<file path="config.mk">
export PLATFORM = sky130hd
export DESIGN_NAME = narrow_bus_seq
export DESIGN_NICKNAME = d
export VERILOG_FILES = /design/src/rtl/nbs_pkg.sv /design/src/rtl/nbs_classify.sv /design/src/rtl/nbs_beat_ctr.sv /design/src/rtl/nbs_lane_io.sv /design/src/rtl/narrow_bus_seq.sv
export SDC_FILE = /design/constraint.sdc
export NUM_CORES = 1
export LEC_CHECK = 0
export ABC_AREA = 1
export BUFFER_PORTS_ARGS = -buffer_cell sky130_fd_sc_hd__buf_2
export CORE_ASPECT_RATIO = 0.5
export CORE_MARGIN = 5
export CORE_UTILIZATION = 48
export DETAILED_ROUTE_END_ITERATION = 6
export PLACE_DENSITY_LB_ADDON = 0.1
export SLEW_MARGIN = 30
export SYNTH_ARGS = -nofsm -noshare
export SYNTH_HDL_FRONTEND = slang
export SYNTH_SLANG_ARGS = --single-unit
export TNS_END_PERCENT = 1
</file>
<file path="constraint.sdc">
create_clock -name clk -period 3.4 [get_ports clk]
set_clock_uncertainty 0.2 [all_clocks]
set_input_delay 0.51 -clock clk [delete_from_list [all_inputs] [get_ports clk]]
set_output_delay 0.51 -clock clk [all_outputs]
set_load 0.005 [all_outputs]
</file>
<file path="src/rtl/nbs_pkg.sv">
package nbs_pkg;

  localparam int WORD_W = 32;
  localparam int LANES  = 4;

  typedef enum logic [1:0] {
    KIND_SINGLE = 2'b00,
    KIND_FPDW   = 2'b01,
    KIND_LINE   = 2'b10,
    KIND_RSVD   = 2'b11
  } req_kind_e;

  // odd parity bit for one byte lane
  function automatic logic odd_par(input logic [7:0] b);
    return ~^b;
  endfunction

  // per-lane parity of a word; lane i is the i-th byte from the top
  function automatic logic [LANES-1:0] lane_par(input logic [WORD_W-1:0] w);
    logic [LANES-1:0] p;
    for (int i = 0; i < LANES; i++) p[i] = odd_par(w[WORD_W-1-8*i -: 8]);
    return p;
  endfunction

  // word slot a beat maps to: double words go high word first
  function automatic int unsigned beat_slot(input logic fpdw, input int unsigned beat);
    if (fpdw) return (beat == 0) ? 1 : 0;
    return beat;
  endfunction

endpackage

</file>
<file path="src/rtl/nbs_classify.sv">
module nbs_classify
  import nbs_pkg::*;
#(
  parameter int LINE_WORDS = 8,
  localparam int BEAT_W = $clog2(LINE_WORDS)
) (
  input  logic [1:0]        kind,
  input  logic              write,
  input  logic [2:0]        nbytes,
  input  logic [2:0]        dw_off,
  input  logic              ci,
  input  logic              wt,
  output logic              ok,
  output logic [BEAT_W-1:0] last_idx,
  output logic              burst,
  output logic [2:0]        size_code
);

  always_comb begin
    ok        = 1'b0;
    last_idx  = '0;
    burst     = 1'b0;
    size_code = 3'b000;
    case (req_kind_e'(kind))
      KIND_SINGLE: begin
        ok        = (nbytes != 3'd0) && (nbytes <= 3'd4);
        size_code = nbytes;
      end
      KIND_FPDW: begin
        ok       = (dw_off == 3'd0);
        last_idx = BEAT_W'(1);
      end
      KIND_LINE: begin
        ok        = !ci && !(wt && write);
        last_idx  = BEAT_W'(LINE_WORDS - 1);
        burst     = 1'b1;
        size_code = 3'b010;
      end
      default: ok = 1'b0;
    endcase
  end

endmodule

</file>
<file path="src/rtl/nbs_beat_ctr.sv">
module nbs_beat_ctr #(
  parameter int BEAT_W = 3
) (
  input  logic              clk,
  input  logic              rst_n,
  input  logic              start,
  input  logic [BEAT_W-1:0] last_in,
  input  logic              ta,
  output logic              busy,
  output logic [BEAT_W-1:0] beat,
  output logic [BEAT_W-1:0] last_idx,
  output logic              final_ta,
  output logic              done
);

  assign final_ta = busy && ta && (beat == last_idx);

  always_ff @(posedge clk) begin
    if (!rst_n) begin
      busy     <= 1'b0;
      beat     <= '0;
      last_idx <= '0;
      done     <= 1'b0;
    end else begin
      done <= final_ta;
      if (start) begin
        busy     <= 1'b1;
        beat     <= '0;
        last_idx <= last_in;
      end else if (final_ta) begin
        busy <= 1'b0;
        beat <= '0;
      end else if (busy && ta) begin
        beat <= beat + BEAT_W'(1);
      end
    end
  end

endmodule

</file>
<file path="src/rtl/nbs_lane_io.sv">
module nbs_lane_io
  import nbs_pkg::*;
#(
  parameter int LINE_WORDS = 8,
  localparam int BEAT_W = $clog2(LINE_WORDS),
  localparam int LINE_W = WORD_W * LINE_WORDS
) (
  input  logic              clk,
  input  logic              rst_n,
  input  logic              start,
  input  logic              busy,
  input  logic              wr,
  input  logic              fpdw,
  input  logic [BEAT_W-1:0] beat,
  input  logic              ta,
  input  logic              final_ta,
  input  logic [LINE_W-1:0] wdata,
  input  logic [WORD_W-1:0] dh_in,
  input  logic [LANES-1:0]  dp_in,
  output logic [WORD_W-1:0] dh_out,
  output logic [WORD_W-1:0] dl_out,
  output logic [7:0]        dp_out,
  output logic [LINE_W-1:0] rdata,
  output logic              perr
);

  logic [BEAT_W-1:0] slot;
  logic [WORD_W-1:0] cur_word;
  logic              drive;
  logic              capture;
  logic              beat_err;
  logic              err_acc;

  assign slot     = BEAT_W'(beat_slot(fpdw, int'(beat)));
  assign cur_word = wdata[slot*WORD_W +: WORD_W];
  assign drive    = busy && wr;
  assign capture  = busy && !wr && ta;
  assign beat_err = capture && (dp_in != lane_par(dh_in));

  assign dh_out = drive ? cur_word : '0;
  assign dl_out = '0;
  assign dp_out = {4'b0000, drive ? lane_par(cur_word) : 4'b0000};

  always_ff @(posedge clk) begin
    if (!rst_n) begin
      rdata   <= '0;
      err_acc <= 1'b0;
      perr    <= 1'b0;
    end else begin
      perr <= final_ta && !wr && (err_acc || beat_err);
      if (start)         err_acc <= 1'b0;
      else if (beat_err) err_acc <= 1'b1;
      if (capture) rdata[slot*WORD_W +: WORD_W] <= dh_in;
    end
  end

endmodule

</file>
<file path="src/rtl/narrow_bus_seq.sv">
module narrow_bus_seq
  import nbs_pkg::*;
#(
  parameter int LINE_WORDS = 8,
  localparam int BEAT_W = $clog2(LINE_WORDS),
  localparam int LINE_W = WORD_W * LINE_WORDS
) (
  input  logic              clk,
  input  logic              rst_n,
  input  logic              req_valid,
  input  logic [1:0]        req_kind,
  input  logic              req_write,
  input  logic [2:0]        req_bytes,
  input  logic [2:0]        req_dw_off,
  input  logic              req_ci,
  input  logic              req_wt,
  input  logic [LINE_W-1:0] req_wdata,
  input  logic              bus_ta,
  input  logic [31:0]       bus_dh_in,
  input  logic [3:0]        bus_dp_in,
  output logic              busy,
  output logic              bus_burst,
  output logic [2:0]        bus_size,
  output logic [31:0]       bus_dh_out,
  output logic [31:0]       bus_dl_out,
  output logic [7:0]        bus_dp_out,
  output logic [LINE_W-1:0] rd_data,
  output logic              done,
  output logic              rd_perr
);

  // named internal events, brought out for the checker
  logic              cls_ok;
  logic [BEAT_W-1:0] cls_last;
  logic              cls_burst;
  logic [2:0]        cls_size;
  logic              start;
  logic              final_ta;
  logic [BEAT_W-1:0] beat;
  logic [BEAT_W-1:0] last_idx;
  logic              wr_q;
  logic              fpdw_q;
  logic [LINE_W-1:0] wdata_q;

  nbs_classify #(.LINE_WORDS(LINE_WORDS)) u_cls (
    .kind(req_kind), .write(req_write), .nbytes(req_bytes), .dw_off(req_dw_off),
    .ci(req_ci), .wt(req_wt), .ok(cls_ok), .last_idx(cls_last),
    .burst(cls_burst), .size_code(cls_size)
  );

  assign start = req_valid && !busy && cls_ok;

  nbs_beat_ctr #(.BEAT_W(BEAT_W)) u_ctr (
    .clk(clk), .rst_n(rst_n), .start(start), .last_in(cls_last), .ta(bus_ta),
    .busy(busy), .beat(beat), .last_idx(last_idx), .final_ta(final_ta), .done(done)
  );

  always_ff @(posedge clk) begin
    if (!rst_n) begin
      bus_burst <= 1'b0;
      bus_size  <= 3'b000;
      wr_q      <= 1'b0;
      fpdw_q    <= 1'b0;
      wdata_q   <= '0;
    end else if (start) begin
      bus_burst <= cls_burst;
      bus_size  <= cls_size;
      wr_q      <= req_write;
      fpdw_q    <= (req_kind_e'(req_kind) == KIND_FPDW);
      wdata_q   <= req_wdata;
    end else if (final_ta) begin
      bus_burst <= 1'b0;
      bus_size  <= 3'b000;
    end
  end

  nbs_lane_io #(.LINE_WORDS(LINE_WORDS)) u_io (
    .clk(clk), .rst_n(rst_n), .start(start), .busy(busy), .wr(wr_q), .fpdw(fpdw_q),
    .beat(beat), .ta(bus_ta), .final_ta(final_ta), .wdata(wdata_q),
    .dh_in(bus_dh_in), .dp_in(bus_dp_in), .dh_out(bus_dh_out), .dl_out(bus_dl_out),
    .dp_out(bus_dp_out), .rdata(rd_data), .perr(rd_perr)
  );

endmodule

</file>
* Yosys cells after proc, flatten, opt, wreduce, memory -nomap -nowiden *
Index checks and enable logic that the tools add are counted.

word-level totals
  input port bits = 307
  word-level logic and storage cells = 72
  output and inout port bits = 335
  flip-flop bits (word level) = 528

operators by class
  add/subtract/negate cells = 2
  mux-type cells = 16
  bitwise gates (word level) = 1
  equality and inequality tests = 4
  shift-type cells = 3
  $lt $le $gt $ge = 1
  reduce and logical (&&, ||, !) cells = 33

operator list
  kind                         count
  $bwmux W256                  1
  $shift A32 B34 Y256 const A  1
  $shiftx A256 B9 Y32          1
  $shiftx A32 B34 Y256         1
  $reduce_xnor A8 Y1           8
  $neg A8 Y34                  1
  $mux W32                     1
  $logic_and A1 B1 Y1          13
  $pmux W3 S2                  2
  $mux W3                      3
  $mux W1                      7
  $logic_not A3 Y1             2
  $logic_not A1 Y1             4
  $mux W4                      1
  $ne A4 B4 Y1                 1
  $add A3 B1 Y3 const B        1
  $eq A3 B3 Y1                 1
  $le A3 B3 Y1 const B         1
  $pmux W1 S3                  1
  $reduce_bool A3 Y1           1
  $reduce_or A3 Y1             1
  $eq A2 B1 Y1 const B         1
  $eq A2 B2 Y1 const B         1
  $logic_not A2 Y1             1
  other kinds (4)              4

* Logic depth before layout (Yosys ltp) *
  depth in word-level cells = 7
  depth in mapped cells = 20

* Cells and area by module *
A second synthesis with hierarchy kept.

unflattened totals
  cell total of the unflattened synthesis = 3572
  area total of the unflattened synthesis = 24126.9 um^2

modules (own cells, without submodules)
  module          sequential area each (um^2)  area an instance (um^2)  cells an instance  times used
  nbs_lane_io     5165.0                       14634.0                  2350               1
  narrow_bus_seq  5245.0                       8963.6                   1142               1
  nbs_beat_ctr    160.2                        371.6                    52                 1
  nbs_classify    0.0                          157.7                    28                 1

* Worst setup path after synthesis *
OpenSTA, ideal clock, no wires.

  path type = register -> register
  start = register u_ctr.beat[0]
  end = register u_io.rdata[184]
  library setup time = 70 ps
  arrival time = 3142 ps
  clock period less this slack = 3412 ps
  path slack = -12 ps
  cell stages (with the launch flop) = 19
  path buffers = 6
  cells stage by stage = dfxtp_1 -> inv_1 -> ha_1 -> nand3_1 -> nand2_1 -> buf_4 -> buf_4 -> buf_2 -> buf_2 -> buf_2 -> nor2_1 -> ha_1 -> inv_1 -> nand2_1 -> nor2_1 -> nand2_1 -> buf_2 -> or3_1 -> a21oi_1

on the way
  longest elaborated chain between the ends = 7
  elaborated cells on any way between the ends = 8
  classes of those cells = add/sub: 1; shift: 2; mux: 4; reduce/logical: 1

ends and longest elaborated chain
  element                                                      line                source
  start: declaration                                           nbs_beat_ctr.sv:10  output logic [BEAT_W-1:0] beat,
  start signal: assignment                                     nbs_beat_ctr.sv:34  beat <= beat + BEAT_W'(1);
  $logic_not A3 Y1                                             nbs_pkg.sv:27       if (fpdw) return (beat == 0) ? 1 : 0;
  $mux W1 (2 in series)                                        nbs_pkg.sv:27
  $mux W3 (*)                                                  nbs_pkg.sv:28       return beat;
  $neg A8 Y34 (*)                                              nbs_lane_io.sv:53   if (capture) rdata[slot*WORD_W +: WORD_W] <= dh_in;
  $shiftx A32 B34 Y256 or $shift A32 B34 Y256 (tied branches)  nbs_lane_io.sv:53
  $bwmux W256 (*)                                              nbs_lane_io.sv:53
  end signal: indexed assignment                               nbs_lane_io.sv:53
  end: declaration                                             nbs_lane_io.sv:23   output logic [LINE_W-1:0] rdata,

Mark *: on every way between the ends. The rest lies on a longest branch, timed or not.
A chain may end at the register's enable or synchronous reset.

* Worst setup path after layout *
  start = register u_ctr.beat[1]
  end = output port bus_dp_out[2]

on the way
  longest elaborated chain between the ends = 7

ends and longest elaborated chain
  element                  line                  source
  $logic_not A3 Y1         nbs_pkg.sv:27
  $mux W1 (2 in series)    nbs_pkg.sv:27
  $mux W3 (*)              nbs_pkg.sv:28
  $shiftx A256 B9 Y32 (*)  nbs_lane_io.sv:35     assign cur_word = wdata[slot*WORD_W +: WORD_W];
  $reduce_xnor A8 Y1 (*)   nbs_pkg.sv:15         return ~^b;
  $mux W4 (*)              nbs_lane_io.sv:42     assign dp_out = {4'b0000, drive ? lane_par(cur_word) : 4'b0000};
  end: declaration         narrow_bus_seq.sv:26  output logic [7:0] bus_dp_out,

Marked as above.

==> results.md <==
- Final critical-path share of the clock period: 107%
- Portion of the post-synthesis area used by sequential elements: ~45%
- Share of power burned in the clock network: a little over two fifths
- Post-layout min period: 3630 ps
- Cell types occupying the most area after synthesis: dfxtp_1 (45%), nand2_1 (16%), nand3_1 (11%), nor2_1 (4.3%), a21oi_1 (4.0%)
- Fraction of final layout cells sized beyond drive strength 1: 20.9%
- Clock tree buffer depth: 3
- Setup TNS: -1060 ps
- Pint: around 9.9 mW
- Worst Setup Path Type: register to primary output
- Psw: around 3.4 mW
- Total wire length after detailed routing: around 94000 um
- Number of buffer and inverter instances along the worst setup path: 5
- Post-route non-filler standard cell count: 4864
- Post-synthesis cell area: between 0.02 and 0.025 mm^2
- Final Worst Setup Slack: -231 ps
- Worst vdd ir: 0.000334 V
- Final weighted congestion in routability-driven placement: between 0.9 and 1
- Count of final setup violators: 9
- Area delta synth->final: 35.0%
- Detail Placement HPWL: between 60000 and 70000 um
- Routed wirelength normalized by instance count: slightly below 20 um
- Cell at the root of the clock tree: clkbuf_16
- Sink count of the clock tree: 527
- Post-layout net count: around 4500
- Total global routing overflow: 0
- Worst path max stage delay: between 300 and 400 ps
- MaxCap Viol Count: 0
- Cells after synthesis: roughly 3400
- Combined global-route utilization of all metal layers: between 30 and 40%
- Endpoint type of the worst setup path: primary output
- Number of hold-slack violations in the final timing report: 0
- Commonest cells after routing, fill and taps aside: nand2_1 (985), buf_2 (604), dfxtp_1 (524)
- WP data required: between 2000 and 3000 ps
- RSZ-0062 raised after global routing: true
- Status: complete, but fails checks
- Launching element type of the critical path: register
- Leading area contributor after synthesis: dfxtp_1
- Clock-pin slew reported for the worst setup and hold paths after clock tree synthesis: about 70 ps
- Transition time of the tightest slew-check pin: between 900 and 1000 ps
- Worst hold path type: primary input to register
- Seq pwr share: 47.5%
- Post-synth top area share: ~45%
- Die footprint: 0.0538 mm^2
- DR vias: 26737
- Max Freq: around 0.28 GHz
- Initial standard-cell utilization of the core: ~49%
- Initial antenna violation count: 9
- Chip width: around 320 um
- Number of synthesized register bits: between 500 and 600
- Global-route wire length before repair: between 100000 and 150000 um
- Slew Viols, Final: 0
- Remaining design rule violation count: 0
- Number of different library cells in the post-synthesis netlist: 30
- Vias in the first global route: ~26000
- Final-layout worst hold slack: 18.0 ps
- Leakage power summed over all cells: between 10 and 15 nW
- Synth warn: 0
- Number of search-and-repair iterations in the first detailed-routing pass: 6
- Max stage delay cell, worst path: dfxtp_4
- Die Span Y: approximately 170 um
- Total core area: between 0.04 and 0.05 mm^2
- Post-detailed-route via-to-cell ratio: roughly 5.5
- Number of clock buffers inserted by TritonCTS: 48
- Most common cell after layout, fill and taps aside: nand2_1
- Combinational Power Share: between 10% and 20%
- Most common cell type on the critical path: nand2_1
- Largest net degree at the start of global routing: between 150 and 200
- Cell-by-cell trace of the critical path: inv_4 > ha_4 > nand3_4 > buf_6 > bufbuf_16 > nand3_1 > nand3_2 > nand2_1 > nand2_1 > nand2_1 > nand2_1 > nand2_1 > inv_1 > nand2_1 > nand2_1 > nand2_1 > nand2_1 > nor2_2 > buf_2
- Maximum fanout along the worst path: 13
- Net Sw Frac: between 20% and 30%
- Ratio of total power to cell area: ~420 mW/mm^2
- Cells after DPL: 4502
- Number of buffers inserted by port buffering: 605
- Clock tree from TritonCTS: done
- Detailed router's first-iteration violation count: between 2000 and 3000
- H-tree Lvls: 2
- Row count: 57
- Violated checks: negative setup slack
- Clock Latency Late Sink: 600 ps
- Headroom to the max-slew limit: a little under two fifths
- Detail Route Antenna Nets: 0
- Endpoint arrival time on the critical path: between 2000 and 3000 ps
- Synthesized area divided by synthesized cell count: roughly 6.8 um^2
- Number of placed I/O pins: about 640
- Cell family with most CP delay: simple AND/OR/NAND/NOR gates
-- metal layers --
layer	part of all wire, %	global-route usage, %	up-vias
met5	0.015	0	-
met4	6.9	19.8	2
met3	6.8	5.02	362
met2	49	57.0	1240
met1	38	39.4	12466
li1	-	-	12667
-- timing repair --
action / 4_1_cts / 5_1_grt
cloned: 3 / 2
endpoints found under the hold margin: 253 / 0
resized for setup: 60 / 22
setup endpoints to repair: 26 / 17
setup buffers: 9 / 1
hold buffers: 253 / 0
pin swaps: 21 / 4
-- through the flow --
step | utilization, % | instance area (um^2) | setup WS [ps] | power (mW)
final | 65.5 | 31800 | -231 | 13.4
after global placement | 55.8 | 27100 | 124 | 7.63
after CTS | 65.1 | 31600 | -155 | 13.4
after detailed placement | 55.8 | 27100 | 132 | 7.65
after floorplan | - | 23700 | 35.1 | 7.17
after global routing | 65.5 | 31800 | -388 | 13.9
-- cells in the mapped netlist --
library cell	instances
nand3b_1	4
a32o_1	2
clkinv_1	1
nand2_1	1005
o22ai_1	1
a31oi_1	32
or2_2	2
buf_4	38
or3_1	18
a21oi_1	186
inv_2	11
nor2_1	267
buf_2	51
nor2_2	1
xnor2_1	18
nor4_1	11
inv_1	126
xor2_1	9
nor3_2	2
conb_1	1
clkbuf_1	211
nor3_1	133
nand4_1	33
o21ai_0	171
o21ai_1	22
buf_1	14
a211oi_1	1
dfxtp_1	527
ha_1	11
nand3_1	534
-- worst min-delay path, stage by stage --
cell and delay, ps:
buf_2 80, nand2_1 90, o21ai_0 100
-- cells by family (layout without fill, tap and decap cells) --
group / after synthesis / in the layout / share of synthesized area [%]
buffers and inverters: 452 / 1181 / 8.09
XOR/XNOR: 27 / 27 / 1.00
adder cells (fa/ha/maj): 11 / 11 / 0.585
AND/OR/NAND/NOR: 2010 / 2010 / 36.4
other: 1 / 44 / 0.0159
flip-flops: 527 / 527 / 44.8
AO/OA/AOI/OAI: 415 / 415 / 9.06
-- power by group through the flow --
stage | combinational [mW] | sequential, mW | clock [mW]
2_1_floorplan | 0.692 | 6.48 | 0
3_3_place_gp | 1.13 | 6.50 | 0
3_5_place_dp | 1.15 | 6.50 | 0
4_1_cts | 1.41 | 6.36 | 5.60
5_1_grt | 1.59 | 6.37 | 5.91
6_report | 1.46 | 6.36 | 5.58
-- cell type report --
cell class                      count  area, um^2
Multi-Input combinational cell   2499       11500
Inverter                          138         523
Clock buffer                       65        1400
Sequential cell                   527       10600
Clock inverter                     21         180
Tap cell                          649         812
Antenna cell                        8        20.0
Timing Repair Buffer              957        6730
Fill cell                        4249       16700
-- state kept, by name, indices dropped and copies added (netlist names) --
signal	flops
u_ctr.busy	1
bus_size	3
fpdw_q	1
u_ctr.last_idx	2
wr_q	1
u_io.rdata	256
bus_burst	1
u_io.err_acc	1
u_ctr.done	1
u_io.perr	1
u_ctr.beat	3
wdata_q	256
-- path summary, 6_finish.rpt --
kind,from,endpoint,slack [ps],cells past startpoint
hold / removal,req_wdata[251],wdata_q[251]$_SDFFE_PN0P_,20,3
hold reg to reg,u_io.err_acc$_SDFFE_PP0P_,u_io.err_acc$_SDFFE_PP0P_,260,2
setup reg to reg,u_ctr.beat[1]$_SDFFE_PP0P_,u_io.rdata[53]$_SDFFE_PN0P_,280,16
setup / recovery,u_ctr.beat[1]$_SDFFE_PP0P_,bus_dp_out[2],-230,19
No activity file was read; power rests on OpenSTA's default activity.
